## src/rtl/iw_pkg.sv

```systemverilog
package iw_pkg;
    parameter int TAG_W = 6;
    parameter int RID_W = 6;
    parameter int OP_W  = 5;
    parameter int IMM_W = 16;

    typedef logic [TAG_W-1:0] tag_t;

    typedef struct packed {
        logic             fault;
        logic [RID_W-1:0] rid;
        logic [OP_W-1:0]  op;
        tag_t             src_a;
        tag_t             src_b;
        logic [IMM_W-1:0] imm;
        tag_t             dst;
    } uop_t;

    typedef enum logic [1:0] {
        MODE_THRU   = 2'd0,
        MODE_WINDOW = 2'd1,
        MODE_DRAIN  = 2'd2
    } mode_e;
endpackage

```

## src/rtl/iw_pick.sv

```systemverilog
module iw_pick #(
    parameter int N = 4
) (
    input  logic [N-1:0] req,
    output logic [N-1:0] gnt,
    output logic         any
);
    always_comb begin
        gnt = '0;
        any = 1'b0;
        for (int i = N - 1; i >= 0; i--) begin
            if (req[i]) begin
                gnt    = '0;
                gnt[i] = 1'b1;
                any    = 1'b1;
            end
        end
    end
endmodule

```

## src/rtl/iw_slot.sv

```systemverilog
module iw_slot
    import iw_pkg::*;
(
    input  logic clk,
    input  logic rst_n,
    input  logic load,
    input  uop_t load_uop,
    input  logic load_a_rdy,
    input  logic load_b_rdy,
    input  logic leave,
    input  logic bc_valid,
    input  tag_t bc_tag,
    output logic occupied,
    output logic ready_o,
    output uop_t uop_o
);
    logic occ_q, a_q, b_q;
    uop_t uop_q;

    always_ff @(posedge clk) begin
        if (!rst_n) begin
            occ_q <= 1'b0;
            a_q   <= 1'b0;
            b_q   <= 1'b0;
            uop_q <= '0;
        end else if (load) begin
            occ_q <= 1'b1;
            uop_q <= load_uop;
            a_q   <= load_a_rdy | (bc_valid && bc_tag == load_uop.src_a);
            b_q   <= load_b_rdy | (bc_valid && bc_tag == load_uop.src_b);
        end else if (leave) begin
            occ_q <= 1'b0;
        end else if (occ_q && bc_valid) begin
            if (bc_tag == uop_q.src_a) a_q <= 1'b1;
            if (bc_tag == uop_q.src_b) b_q <= 1'b1;
        end
    end

    assign occupied = occ_q;
    assign ready_o  = occ_q && (uop_q.fault || (a_q && b_q));
    assign uop_o    = uop_q;

    AST_WAKE_STICKS: assert property (@(posedge clk) disable iff (!rst_n)
        (ready_o && !leave) |=> ready_o);
    AST_LEAVE_READY: assert property (@(posedge clk) disable iff (!rst_n)
        leave |-> ready_o);
endmodule

```

## src/rtl/iw_ctrl.sv

```systemverilog
module iw_ctrl
    import iw_pkg::*;
(
    input  logic  clk,
    input  logic  rst_n,
    input  logic  enable,
    input  logic  empty_next,
    input  logic  occ_zero,
    input  logic  near_full,
    output mode_e mode,
    output logic  pass,
    output logic  busy
);
    mode_e state_q, state_d;

    always_ff @(posedge clk) begin
        if (!rst_n) state_q <= MODE_THRU;
        else        state_q <= state_d;
    end

    always_comb begin
        state_d = state_q;
        unique case (state_q)
            MODE_THRU:   if (enable) state_d = MODE_WINDOW;
            MODE_WINDOW: if (!enable) state_d = empty_next ? MODE_THRU : MODE_DRAIN;
            MODE_DRAIN: begin
                if (enable)          state_d = MODE_WINDOW;
                else if (empty_next) state_d = MODE_THRU;
            end
            default:     state_d = MODE_THRU;
        endcase
    end

    always_comb begin
        mode = state_q;
        pass = 1'b0;
        busy = 1'b0;
        unique case (state_q)
            MODE_THRU:   pass = 1'b1;
            MODE_WINDOW: busy = near_full;
            MODE_DRAIN:  busy = 1'b1;
            default:     pass = 1'b1;
        endcase
    end

    AST_THRU_EMPTY: assert property (@(posedge clk) disable iff (!rst_n)
        (state_q == MODE_THRU) |-> occ_zero);
endmodule

```

## src/rtl/issue_window.sv

```systemverilog
module issue_window
    import iw_pkg::*;
#(
    parameter int DEPTH = 4,
    parameter int SLACK = 1
) (
    input  logic             clk,
    input  logic             rst_n,
    input  logic             win_enable,
    input  logic             ins_valid,
    input  logic             ins_fault,
    input  logic [RID_W-1:0] ins_rid,
    input  logic [OP_W-1:0]  ins_op,
    input  logic [TAG_W-1:0] ins_src_a,
    input  logic             ins_src_a_rdy,
    input  logic [TAG_W-1:0] ins_src_b,
    input  logic             ins_src_b_rdy,
    input  logic [IMM_W-1:0] ins_imm,
    input  logic [TAG_W-1:0] ins_dst,
    output logic             ins_busy,
    input  logic             bc_valid,
    input  logic [TAG_W-1:0] bc_tag,
    output logic             iss_valid,
    output logic             iss_fault,
    output logic [RID_W-1:0] iss_rid,
    output logic [OP_W-1:0]  iss_op,
    output logic [TAG_W-1:0] iss_src_a,
    output logic [TAG_W-1:0] iss_src_b,
    output logic [IMM_W-1:0] iss_imm,
    output logic [TAG_W-1:0] iss_dst
);
    localparam int CNT_W = $clog2(DEPTH + 1);

    logic [DEPTH-1:0] occ_v, rdy_v, free_gnt, load_v, leave_v;
    logic             has_free, sel_any, win_ins, pass, empty_next, near_full;
    logic [CNT_W-1:0] occ_cnt;
    mode_e            mode;
    uop_t             ins_uop, sel_uop, iss_q;
    uop_t             slot_uop [DEPTH];

    assign ins_uop = '{fault: ins_fault, rid: ins_rid, op: ins_op,
                       src_a: ins_src_a, src_b: ins_src_b,
                       imm: ins_imm, dst: ins_dst};

    iw_pick #(.N(DEPTH)) i_alloc (.req(~occ_v), .gnt(free_gnt), .any(has_free));
    iw_pick #(.N(DEPTH)) i_select (.req(rdy_v), .gnt(leave_v), .any(sel_any));

    assign win_ins = ins_valid && !pass && has_free;
    assign load_v  = free_gnt & {DEPTH{win_ins}};

    for (genvar g = 0; g < DEPTH; g++) begin : g_slot
        iw_slot i_slot (
            .clk       (clk),
            .rst_n     (rst_n),
            .load      (load_v[g]),
            .load_uop  (ins_uop),
            .load_a_rdy(ins_src_a_rdy),
            .load_b_rdy(ins_src_b_rdy),
            .leave     (leave_v[g]),
            .bc_valid  (bc_valid),
            .bc_tag    (bc_tag),
            .occupied  (occ_v[g]),
            .ready_o   (rdy_v[g]),
            .uop_o     (slot_uop[g])
        );
    end

    always_comb begin
        sel_uop = '0;
        for (int i = 0; i < DEPTH; i++) begin
            if (leave_v[i]) sel_uop = slot_uop[i];
        end
    end

    assign occ_cnt    = CNT_W'($countones(occ_v));
    assign near_full  = (DEPTH - int'(occ_cnt)) <= SLACK;
    assign empty_next = (int'(occ_cnt) - int'(sel_any) + int'(win_ins)) == 0;

    iw_ctrl i_ctrl (
        .clk       (clk),
        .rst_n     (rst_n),
        .enable    (win_enable),
        .empty_next(empty_next),
        .occ_zero  (occ_cnt == '0),
        .near_full (near_full),
        .mode      (mode),
        .pass      (pass),
        .busy      (ins_busy)
    );

    always_ff @(posedge clk) begin
        if (!rst_n) begin
            iss_valid <= 1'b0;
            iss_q     <= '0;
        end else if (pass) begin
            iss_valid <= ins_valid;
            iss_q     <= ins_uop;
        end else begin
            iss_valid <= sel_any;
            iss_q     <= sel_uop;
        end
    end

    assign iss_fault = iss_q.fault;
    assign iss_rid   = iss_q.rid;
    assign iss_op    = iss_q.op;
    assign iss_src_a = iss_q.src_a;
    assign iss_src_b = iss_q.src_b;
    assign iss_imm   = iss_q.imm;
    assign iss_dst   = iss_q.dst;

    AST_NO_OVERFLOW: assert property (@(posedge clk) disable iff (!rst_n)
        (ins_valid && !pass) |-> has_free);
    AST_PASS_LATENCY: assert property (@(posedge clk) disable iff (!rst_n)
        (pass && ins_valid) |=> iss_valid);
    AST_DRAIN_BUSY: assert property (@(posedge clk) disable iff (!rst_n)
        (mode == MODE_DRAIN) |-> ins_busy);
endmodule

```

## config.mk

```make
export PLATFORM = sky130hd
export DESIGN_NAME = issue_window
export DESIGN_NICKNAME = d
export VERILOG_FILES = /design/src/rtl/iw_pkg.sv /design/src/rtl/iw_pick.sv /design/src/rtl/iw_slot.sv /design/src/rtl/iw_ctrl.sv /design/src/rtl/issue_window.sv
export SDC_FILE = /design/constraint.sdc
export NUM_CORES = 1
export LEC_CHECK = 0
export BUFFER_PORTS_ARGS = -buffer_cell sky130_fd_sc_hd__buf_4
export CAP_MARGIN = 15
export CORE_MARGIN = 2
export CORE_UTILIZATION = 63
export DETAILED_ROUTE_END_ITERATION = 12
export PLACE_DENSITY = 0.95
export SYNTH_ARGS = -nofsm -noshare
export SYNTH_HDL_FRONTEND = slang
export SYNTH_SLANG_ARGS = --single-unit
```

## constraint.sdc

```tcl
create_clock -name clk -period 5.7 [get_ports clk]
set_input_delay 0.57 -clock clk [delete_from_list [all_inputs] [get_ports clk]]
set_output_delay 0.57 -clock clk [all_outputs]
set_load 0.03 [all_outputs]
```

After elaboration in Yosys (flattened, before gate mapping):

Index checks and enable logic that the tools add are counted.

* register bits after elaboration: 245
* input bits: 59
* output and inout port bits: 48

* add/subtract/negate cells: 6
* magnitude comparators: 1
* equal/unequal tests: 19
* muxes and demuxes: 69
* bitwise logic cells: 4
* reductions and logical operators: 48

Operator list (count)
* $mux 46: 5
* $eq 6x6->1: 10
* $mux 1: 49
* $logic_not 32->1: 1
* $mux 4: 8
* $reduce_bool 2->1: 16
* $reduce_and 3->1: 9
* $logic_and 1x1->1: 16
* $ne 2x2->1 const B: 6
* $mux 2: 5
* $pmux 2 s3: 1
* $add 4x2->5: 1
* $add 1x1->2: 2
* $and 4x4->4: 1
* $le 4x2->1 const B: 1
* $logic_or 1x1->1: 4
* $not 4->4: 1
* $sub 3x1->4: 1
* $sub 3x3->4 const A: 1
* $add 2x2->3: 1
* $ne 3x2->1 const B: 1
* $eq 2x1->1 const B: 1
* $eq 2x2->1 const B: 1
* $logic_not 2->1: 1
* other kinds (3): 4

Depth between registers and ports, before layout:

Gate-level depths: netlist (run 1).

* word-level depth: 13
* depth in mapped cells: 15
* gate-level depth less buffers: 14

Hierarchy:

From an unflattened synthesis (run 1), not the netlist that was laid out.

* cells, all modules: 1194
* area, all modules: 12172.9 um^2

By module, submodules not included
* iw_slot: instances 4, cells each 198, area an instance 2167.1 um^2, sequential area each 980.9 um^2
* issue_window: instances 1, cells each 371, area an instance 3238.1 um^2, sequential area each 940.9 um^2
* iw_ctrl: instances 1, cells each 21, area an instance 186.4 um^2, sequential area each 40.0 um^2
* iw_pick: instances 2, cells each 5, area an instance 40.0 um^2, sequential area each 0.0 um^2

Worst setup path before layout (run 1):

Ideal clock, no wire load.

* path kind: reg2reg
* from: reg g_slot[0].i_slot.occ_q
* to: reg i_ctrl.state_q[1] (netlist: i_ctrl.mode[1])
* setup time: 0.072 ns
* arrival time: 2.972 ns
* required time: 5.628 ns
* setup slack: 2.656 ns
* cell stages (with the launch flop): 15
* clock period less this slack: 3.044 ns
* cell sequence: dfxtp_1 buf_2 inv_1 fa_1 inv_1 ha_1 inv_1 ha_1 ha_1 inv_1 ha_1 nor2_1 o2111ai_1 o31ai_1 mux2i_1

* longest elaborated chain between the ends: 8

RTL lines
* start: declaration: RTL line iw_slot.sv:17 `logic occ_q, a_q, b_q;`
* start signal: assignment: RTL line iw_slot.sv:22 `occ_q <= 1'b0;`
* start signal: assignment: RTL line iw_slot.sv:27 `occ_q <= 1'b1;`
* start signal: assignment: RTL line iw_slot.sv:32 `occ_q <= 1'b0;`
* $add 1x1->2 (implied by the code) (tied with other cells): RTL line issue_window.sv:75 `assign occ_cnt = CNT_W'($countones(occ_v));`
* $add 2x2->3 (implied by the code) / $mux 1 (equally long branches): RTL line issue_window.sv:75, iw_pick.sv:12
* $sub 3x1->4 / $logic_and 1x1->1 (equally long branches): RTL line issue_window.sv:77, issue_window.sv:48
* $add 4x2->5 (*): RTL line issue_window.sv:77 `assign empty_next = (int'(occ_cnt) - int'(sel_any) + int'(win_ins)) == 0;`
* $logic_not 32->1 (*): RTL line issue_window.sv:77
* $mux 2 (2 in series): RTL line iw_ctrl.sv:25 `MODE_WINDOW: if (!enable) state_d = empty_next ? MODE_THRU : MODE_DRAIN;`
* $pmux 2 s3: RTL line iw_ctrl.sv:23 `unique case (state_q)`
* end signal: assignment: RTL line iw_ctrl.sv:18 `else state_q <= state_d;`
* end: declaration: RTL line iw_ctrl.sv:14 `mode_e state_q, state_d;`

Every way passes the cells marked *; elsewhere a longest branch is shown, timed or not. The select of a mux whose other input is x is not followed.
A chain may end at the register's enable or synchronous reset.

Final worst setup path (run 1):

* from: reg g_slot[0].i_slot.occ_q
* to: out ins_busy

* longest elaborated chain between the ends: 5

RTL lines
* $add 1x1->2 (implied by the code): RTL line issue_window.sv:75
* $add 2x2->3 (implied by the code): RTL line issue_window.sv:75
* $sub 3x3->4: RTL line issue_window.sv:76 `assign near_full = (DEPTH - int'(occ_cnt)) <= SLACK;`
* $le 4x2->1: RTL line issue_window.sv:76
* $pmux 1 s2: RTL line iw_ctrl.sv:38 `unique case (state_q)`
* end: declaration: RTL line issue_window.sv:20 `output logic ins_busy,`

Every way passes these cells.

==> metrics.md, run 1 <==
| Metric | Value |
|---|---|
| Post-CTS setup buffer count | `0` |
| Main synth FF type | `dfxtp_1` |
| # port buffers | `106` |
| Static Leak | `4.275 nW` |
| Max-cap violations | `0` |
| DR vias | `10000` |
| CP arrival | `3.12 ns` |
| Max IR drop VDD | `0.2757 mV` |
| Yosys top cell by area | `dfxtp_1` |
| Syn_nets | `1354` |
| Slew headroom | `22.29%` |
| Clk sinks | `245` |
| Final setup viols | `0` |
| Post-synth top area share | `46.06%` |
| Drc violations | `0` |
| Synth unique cells | `54` |
| Status | `completed` |
| Register area | `4905 um2` |
| CTS max path bufs | `3` |
| Seq/Total Area, Yosys | `46.06%` |
| Post-DR wirelength/cell | `19.32 um` |
| CP dominant cell by count | `inv_1` |
| Syn Area/Cell | `8.307 um2` |
| CTS Buf Count | `24` |
| Layout cells sized above 1 | `15.97%` |
| Post-synth top cells | `nand2_1, dfxtp_1, a21oi_1` |
| Slew @ Worst Pin | `1.162 ns` |
| Top post-synthesis cells by area | `dfxtp_1, nand2_1, a21oi_1` |
| Fin crit share | `64.76%` |
| CORE AREA | `16520 um2` |
| Die Footprint | `17960 um2` |
| Final Max Tran Viols | `0` |
| Final #Nets | `1394` |
| Cts hold-fix bufs | `0` |
| Worst Path Required | `5.13 ns` |
| Initial Utilization | `64.44%` |
| Startpoint Class | `register` |
| CP Cell Sequence | `inv_1, fa_1, inv_1, ha_1, inv_1, ha_1, a21o_1, a21oi_1, nor2_1, buf_4` |
| Max stage delay on crit path | `0.65 ns` |
| Vias in the first global route | `9670` |
| Hold crit path type | `in2reg` |
| Total number of yosys warnings | `0` |
| Clk slew on worst S/H paths | `0.06 ns` |
| TritonCTS clock tree | `done` |
| Worst Setup End Kind | `output pin` |
| Drt pass-1 iters | `5` |
| Hold Vio Cnt, Final | `0` |
| Root buf cell | `clkbuf_16` |
| Placer congestion estimate | `0.8853` |
| Resized Gates After CTS | `0` |
| Peak Freq | `270.9 MHz` |
| Antenna viol nets, final | `0` |
| WL final | `30.15 mm` |
| CP Max Fanout | `11` |
| Multi-input logic area | `5236 um2` |
| Clock Latency Late Sink | `0.52 ns` |
| Cell count after synthesis | `1282` |
| Setup TNS | `0 ns` |
| Syn-to-layout area delta | `14.65%` |
| Power density cells | `318.7 nW/um2` |
| Unrepaired setup endpoints after global routing | `false` |
| Die H | `134.0 um` |
| Initial DRC Count | `1234` |
| First-pass GRT wire length | `48.23 mm` |
| Post-Place Setup Slack | `2.202 ns` |
| Seq cells post-synth | `245` |
| Fin Clk Skew | `0.01030 ns` |
| FILL cells | `1103` |
| Largest net degree at the start of global routing | `100` |
| Diode count | `0` |
| Initial antenna violation count | `0` |
| GRT Util Overall | `33.00%` |
| Post-route setup slack | `2.009 ns` |
| Grt ovf | `0` |
| Die width | `134.0 um` |
| Cell area after synthesis | `10650 um2` |
| IO Count | `107` |
| Most frequent cell after synthesis | `nand2_1` |
| Post-DP HPWL | `16.79 mm` |
| Slowest CP cell | `dfxtp_1` |
| Ys async rst share | `0%` |
| Post-layout minimum cycle time | `3.691 ns` |
| Detailed-route vias per instance | `6.413` |
| Post-synth EDFFs | `0` |
| WS Path Type | `reg2out` |
| Clock H-tree levels | `1` |
| Cell Rows | `47` |
## layout by cell type, fill, tap and decap left out, types with 15 or more instances in the layout
cell type	netlist	layout
buf_4	2	117
clkbuf_16	0	25
a21oi_1	195	195
inv_1	15	15
a221oi_2	36	36
dfxtp_1	245	245
nand2_1	377	376
o21ai_0	51	51
nor2_1	61	58
xor2_1	31	31
a221o_1	45	45
xnor2_1	30	30
## worst max-delay path, delay by kind of cell (launching register included)
kind | cells | cell delay [ns]
compound gates | 2 | 0.34
buf+inv | 4 | 0.51
simple gates | 1 | 0.08
fa+ha+maj | 3 | 1.02
flops | 1 | 0.65
## layer usage
| layer | vias to the layer above | track usage [%] | part of all wire (%) |
|---|---|---|---|
| met1 | 4701 | 40.61 | 37 |
| met3 | 137 | 6.652 | 11 |
| li1 | 4485 | - | - |
| met5 | - | 0 | 0 |
| met4 | 0 | 17.66 | 4.6 |
| met2 | 681 | 54.76 | 47 |
## metrics by stage
stage | instance area (um2) | util [%] | hold slack [ns] | std cells | power [W]
after global routing | 12210 | 73.89 | 0.3033 | 1560 | 0.004001
final | 12210 | 73.89 | 0.3123 | 1560 | 0.003891
after floorplan | 10650 | - | 0.4332 | 1282 | 0.002090
after detailed placement | 11360 | 68.74 | 0.4432 | 1515 | 0.002255
after CTS | 12190 | 73.79 | 0.3106 | 1559 | 0.003880
after global placement | 11360 | 68.74 | 0.4380 | 1515 | 0.002245
## where the power goes
part	switching [W]	internal [W]
registers	0.0000304	0.00177
clock network	0.000661	0.000998
logic	0.000278	0.000153
## sequential cells by signal (all words and copies together), names as in the netlist
register                flops
g_slot.i_slot.a_q           4
iss_src_b                   6
iss_valid                   1
iss_src_a                   6
iss_rid                     6
iss_fault                   1
g_slot.i_slot.uop_o       184
iss_op                      5
g_slot.i_slot.occupied      4
iss_dst                     6
g_slot.i_slot.b_q           4
i_ctrl.mode                 2
iss_imm                    16
## cells by family after synthesis
group,synth area share (%)
AND/OR/NAND/NOR,17.78
buffers and inverters,5.311
AO/OA/AOI/OAI,24.15
XOR/XNOR,5.017
multiplexers,0.09400
adder cells (fa/ha/maj),1.598
flip-flops,46.06
## path summary, 6_finish.rpt
path | start | endpoint | slack, ns | cells past startpoint
hold / removal | ins_rid[2] | iss_rid[2] | 0.31 | 2
hold reg to reg | g_slot[0].i_slot.uop_o[39] | g_slot[0].i_slot.uop_o[39] | 0.45 | 2
setup reg to reg | g_slot[0].i_slot.occupied | i_ctrl.mode[1] | 2.09 | 13
setup / recovery | g_slot[0].i_slot.occupied | ins_busy | 2.01 | 10
## final cells by class
cell class              instances  share of cell area [%]
flip-flops and latches        245                   40.17
clock buffers                  40                   6.241
clock inverters                 4                  0.5944
multi-input cells             917                   42.89
well taps                     220                   2.255
inverters                      16                  0.5329
repair buffers                118                   7.317
No activity file was read; power rests on OpenSTA's default activity.
==> inputs of run 2 (changes only) <==
--- a/config.mk
+++ b/config.mk
@@ -8,9 +8,9 @@
 export BUFFER_PORTS_ARGS = -buffer_cell sky130_fd_sc_hd__buf_4
 export CAP_MARGIN = 15
 export CORE_MARGIN = 2
-export CORE_UTILIZATION = 63
+export CORE_UTILIZATION = 53
 export DETAILED_ROUTE_END_ITERATION = 12
-export PLACE_DENSITY = 0.95
+export PLACE_DENSITY = 0.87
 export SYNTH_ARGS = -nofsm -noshare
 export SYNTH_HDL_FRONTEND = slang
 export SYNTH_SLANG_ARGS = --single-unit
==> constraint.sdc (replaced) <==
create_clock -name clk -period 3.2 [get_ports clk]
set_input_delay 0.32 -clock clk [delete_from_list [all_inputs] [get_ports clk]]
set_output_delay 0.32 -clock clk [all_outputs]
set_load 0.03 [all_outputs]
==> run 2 against run 1 <==
  * Routed wire length decreased by 3.2%
  * Setup slack got worse by 1.9 ns
  * Hold slack got worse by 0.25 ns
  * Register-to-register slack got worse by 1.9 ns
  * Clock-buffer cell count decreased by 3
  * Design area increased by 1.8%
  * Clock power increased by 80%
  * Clock skew increased by 0.011 ns
==> metrics.md, run 2 (synthesis results as in run 1) <==
| Metric | Value |
|---|---|
| Post-DR wirelength/cell | `18.05 um` |
| Comb power frac | `11.5%` |
| Startpoint Class | `register` |
| Cts hold-fix bufs | `0` |
| CP arrival | `3.49 ns` |
| Initial Utilization | `54.36%` |
| Net Sw Frac | `24.82%` |
| R2R setup slack | `0.16 ns` |
| NetSw | `0.001736 W` |
| Clk sinks | `245` |
| First-pass GRT wire length | `47.24 mm` |
| Fin Clk Skew | `0.02172 ns` |
| Most frequent cells in the layout | `nand2_1, dfxtp_1, a21oi_1` |
| Worst reg2reg endpoint | `i_ctrl.mode[1]` |
| CP Max Fanout | `3` |
| Root buf cell | `clkbuf_16` |
| Post-CTS setup buffer count | `0` |
| Static Leak | `4.359 nW` |
| Worst Setup End Kind | `register` |
| Hold Path Sink | `iss_imm[15]` |
| Slowest CP cell | `fa_1` |
| Hold Vio Cnt, Final | `0` |
| CTS Buf Count | `25` |
| Largest net degree at the start of global routing | `73` |
| CTS max path bufs | `3` |
| Unrepaired setup endpoints after global routing | `false` |
| Final #Nets | `1407` |
| IO Count | `107` |
| Final Max Tran Viols | `0` |
| CORE AREA | `19590 um2` |
| Part of the power in registers | `45.7%` |
| Hold Path Stages | `2` |
| Worst Path Required | `3.65 ns` |
| Max stage delay on crit path | `0.53 ns` |
| Initial antenna violation count | `0` |
| Clock H-tree levels | `1` |
| Resized Gates After CTS | `0` |
| TritonCTS clock tree | `done` |
| Cell Rows | `51` |
| Min-Delay Startpoint | `ins_imm[15]` |
| Hold WS | `0.06344 ns` |
| Diode count | `0` |
| R2r startpoint | `g_slot[0].i_slot.occupied` |
| Die H | `145.7 um` |
| Vias in the first global route | `9444` |
| Placer congestion estimate | `0.9039` |
| CP dominant cell by count | `ha_1` |
| Max reg flops | `184` |
| WL final | `29.17 mm` |
| Peak Freq | `328.8 MHz` |
| Detailed-route vias per instance | `5.977` |
| GRT Util Overall | `26.50%` |
| Drt pass-1 iters | `7` |
| Antenna viol nets, final | `0` |
| DR vias | `9659` |
| Die width | `145.7 um` |
| Syn-to-layout area delta | `16.70%` |
| Post-layout minimum cycle time | `3.042 ns` |
| Setup TNS | `0 ns` |
| Post-DP HPWL | `17.42 mm` |
| # port buffers | `106` |
| Slew headroom | `25.87%` |
| Slew @ Worst Pin | `1.112 ns` |
| Grt ovf | `0` |
| Die Footprint | `21240 um2` |
| Layout cells sized above 1 | `17.02%` |
| Most common cell after layout, fill and taps aside | `nand2_1` |
| Max IR drop VDD | `0.4337 mV` |
| WS Path Type | `reg2reg` |
| Status | `completed` |
| Power density cells | `562.7 nW/um2` |
| Initial DRC Count | `850` |
| Final setup viols | `0` |
| Clock power frac | `42.8%` |
| CP Cell Sequence | `inv_2, fa_1, inv_1, ha_1, inv_1, ha_1, ha_1, inv_1, ha_1, nor2_1, o2111ai_2, o31ai_2, mux2i_1` |
| Internal power | `0.005257 W` |
| Max-cap violations | `0` |
| Hold crit path type | `in2reg` |
| R2R cell count | `13` |
| Clk slew on worst S/H paths | `0.06 ns` |
| Clock Latency Late Sink | `0.52 ns` |
| Fin crit share | `95.05%` |
| Drc violations | `0` |
## run 2: critical path, delay by kind of cell (launching register included)
kind / cells / cell delay, ns
fa+ha+maj: 5 / 1.58
compound gates: 2 / 0.46
flops: 1 / 0.33
buf+inv: 4 / 0.25
mux: 1 / 0.22
simple gates: 1 / 0.12
## run 2: how the worst max path moves through the flow
stage	slack, ns	end	start	cells after the start
floorplan	0.16	i_ctrl.mode[1]	g_slot[0].i_slot.occupied	14
CTS	0.08	i_ctrl.mode[1]	g_slot[0].i_slot.occupied	13
global route	0.004	i_ctrl.mode[1]	g_slot[1].i_slot.occupied	13
detailed placement	0.12	i_ctrl.mode[1]	g_slot[0].i_slot.occupied	13
global placement	0.25	i_ctrl.mode[1]	g_slot[0].i_slot.occupied	13
finish	0.16	i_ctrl.mode[1]	g_slot[0].i_slot.occupied	13
## run 2: area by class of cell
cell class              instances  area [um2]
fillers                      1564        7163
multi-input cells             917        5248
flip-flops and latches        245        4906
repair buffers                130        1039
clock buffers                  37       730.7
well taps                     265       331.6
clock inverters                 6       107.6
inverters                      16       65.06
## run 2: power by group through the flow
stage / clock network (W) / logic (W) / registers, W
finish: 0.00299 / 0.000801 / 0.00320
CTS: 0.00302 / 0.000789 / 0.00320
global placement: 0 / 0.000768 / 0.00326
floorplan: 0 / 0.000356 / 0.00337
detailed placement: 0 / 0.000780 / 0.00326
global route: 0.00315 / 0.000852 / 0.00321
## run 2: metal layers
metal	up-vias	part of all wire, %	GRT usage, %
met3	66	8.2	4.138
met5	-	0	0
li1	4526	-	-
met4	0	2.5	10.05
met2	461	49	45.64
met1	4606	40	33.52
## run 2: stage by stage
step	area (um2)	util, %	std cells	total power [W]	setup slack [ns]
floorplan	10650	-	1282	0.003723	0.1559
global placement	11580	59.09	1573	0.004029	0.2498
detailed placement	11580	59.09	1573	0.004043	0.1216
CTS	12410	63.37	1616	0.007002	0.08124
global route	12430	63.43	1616	0.007207	0.004499
finish	12430	63.43	1616	0.006993	0.1585
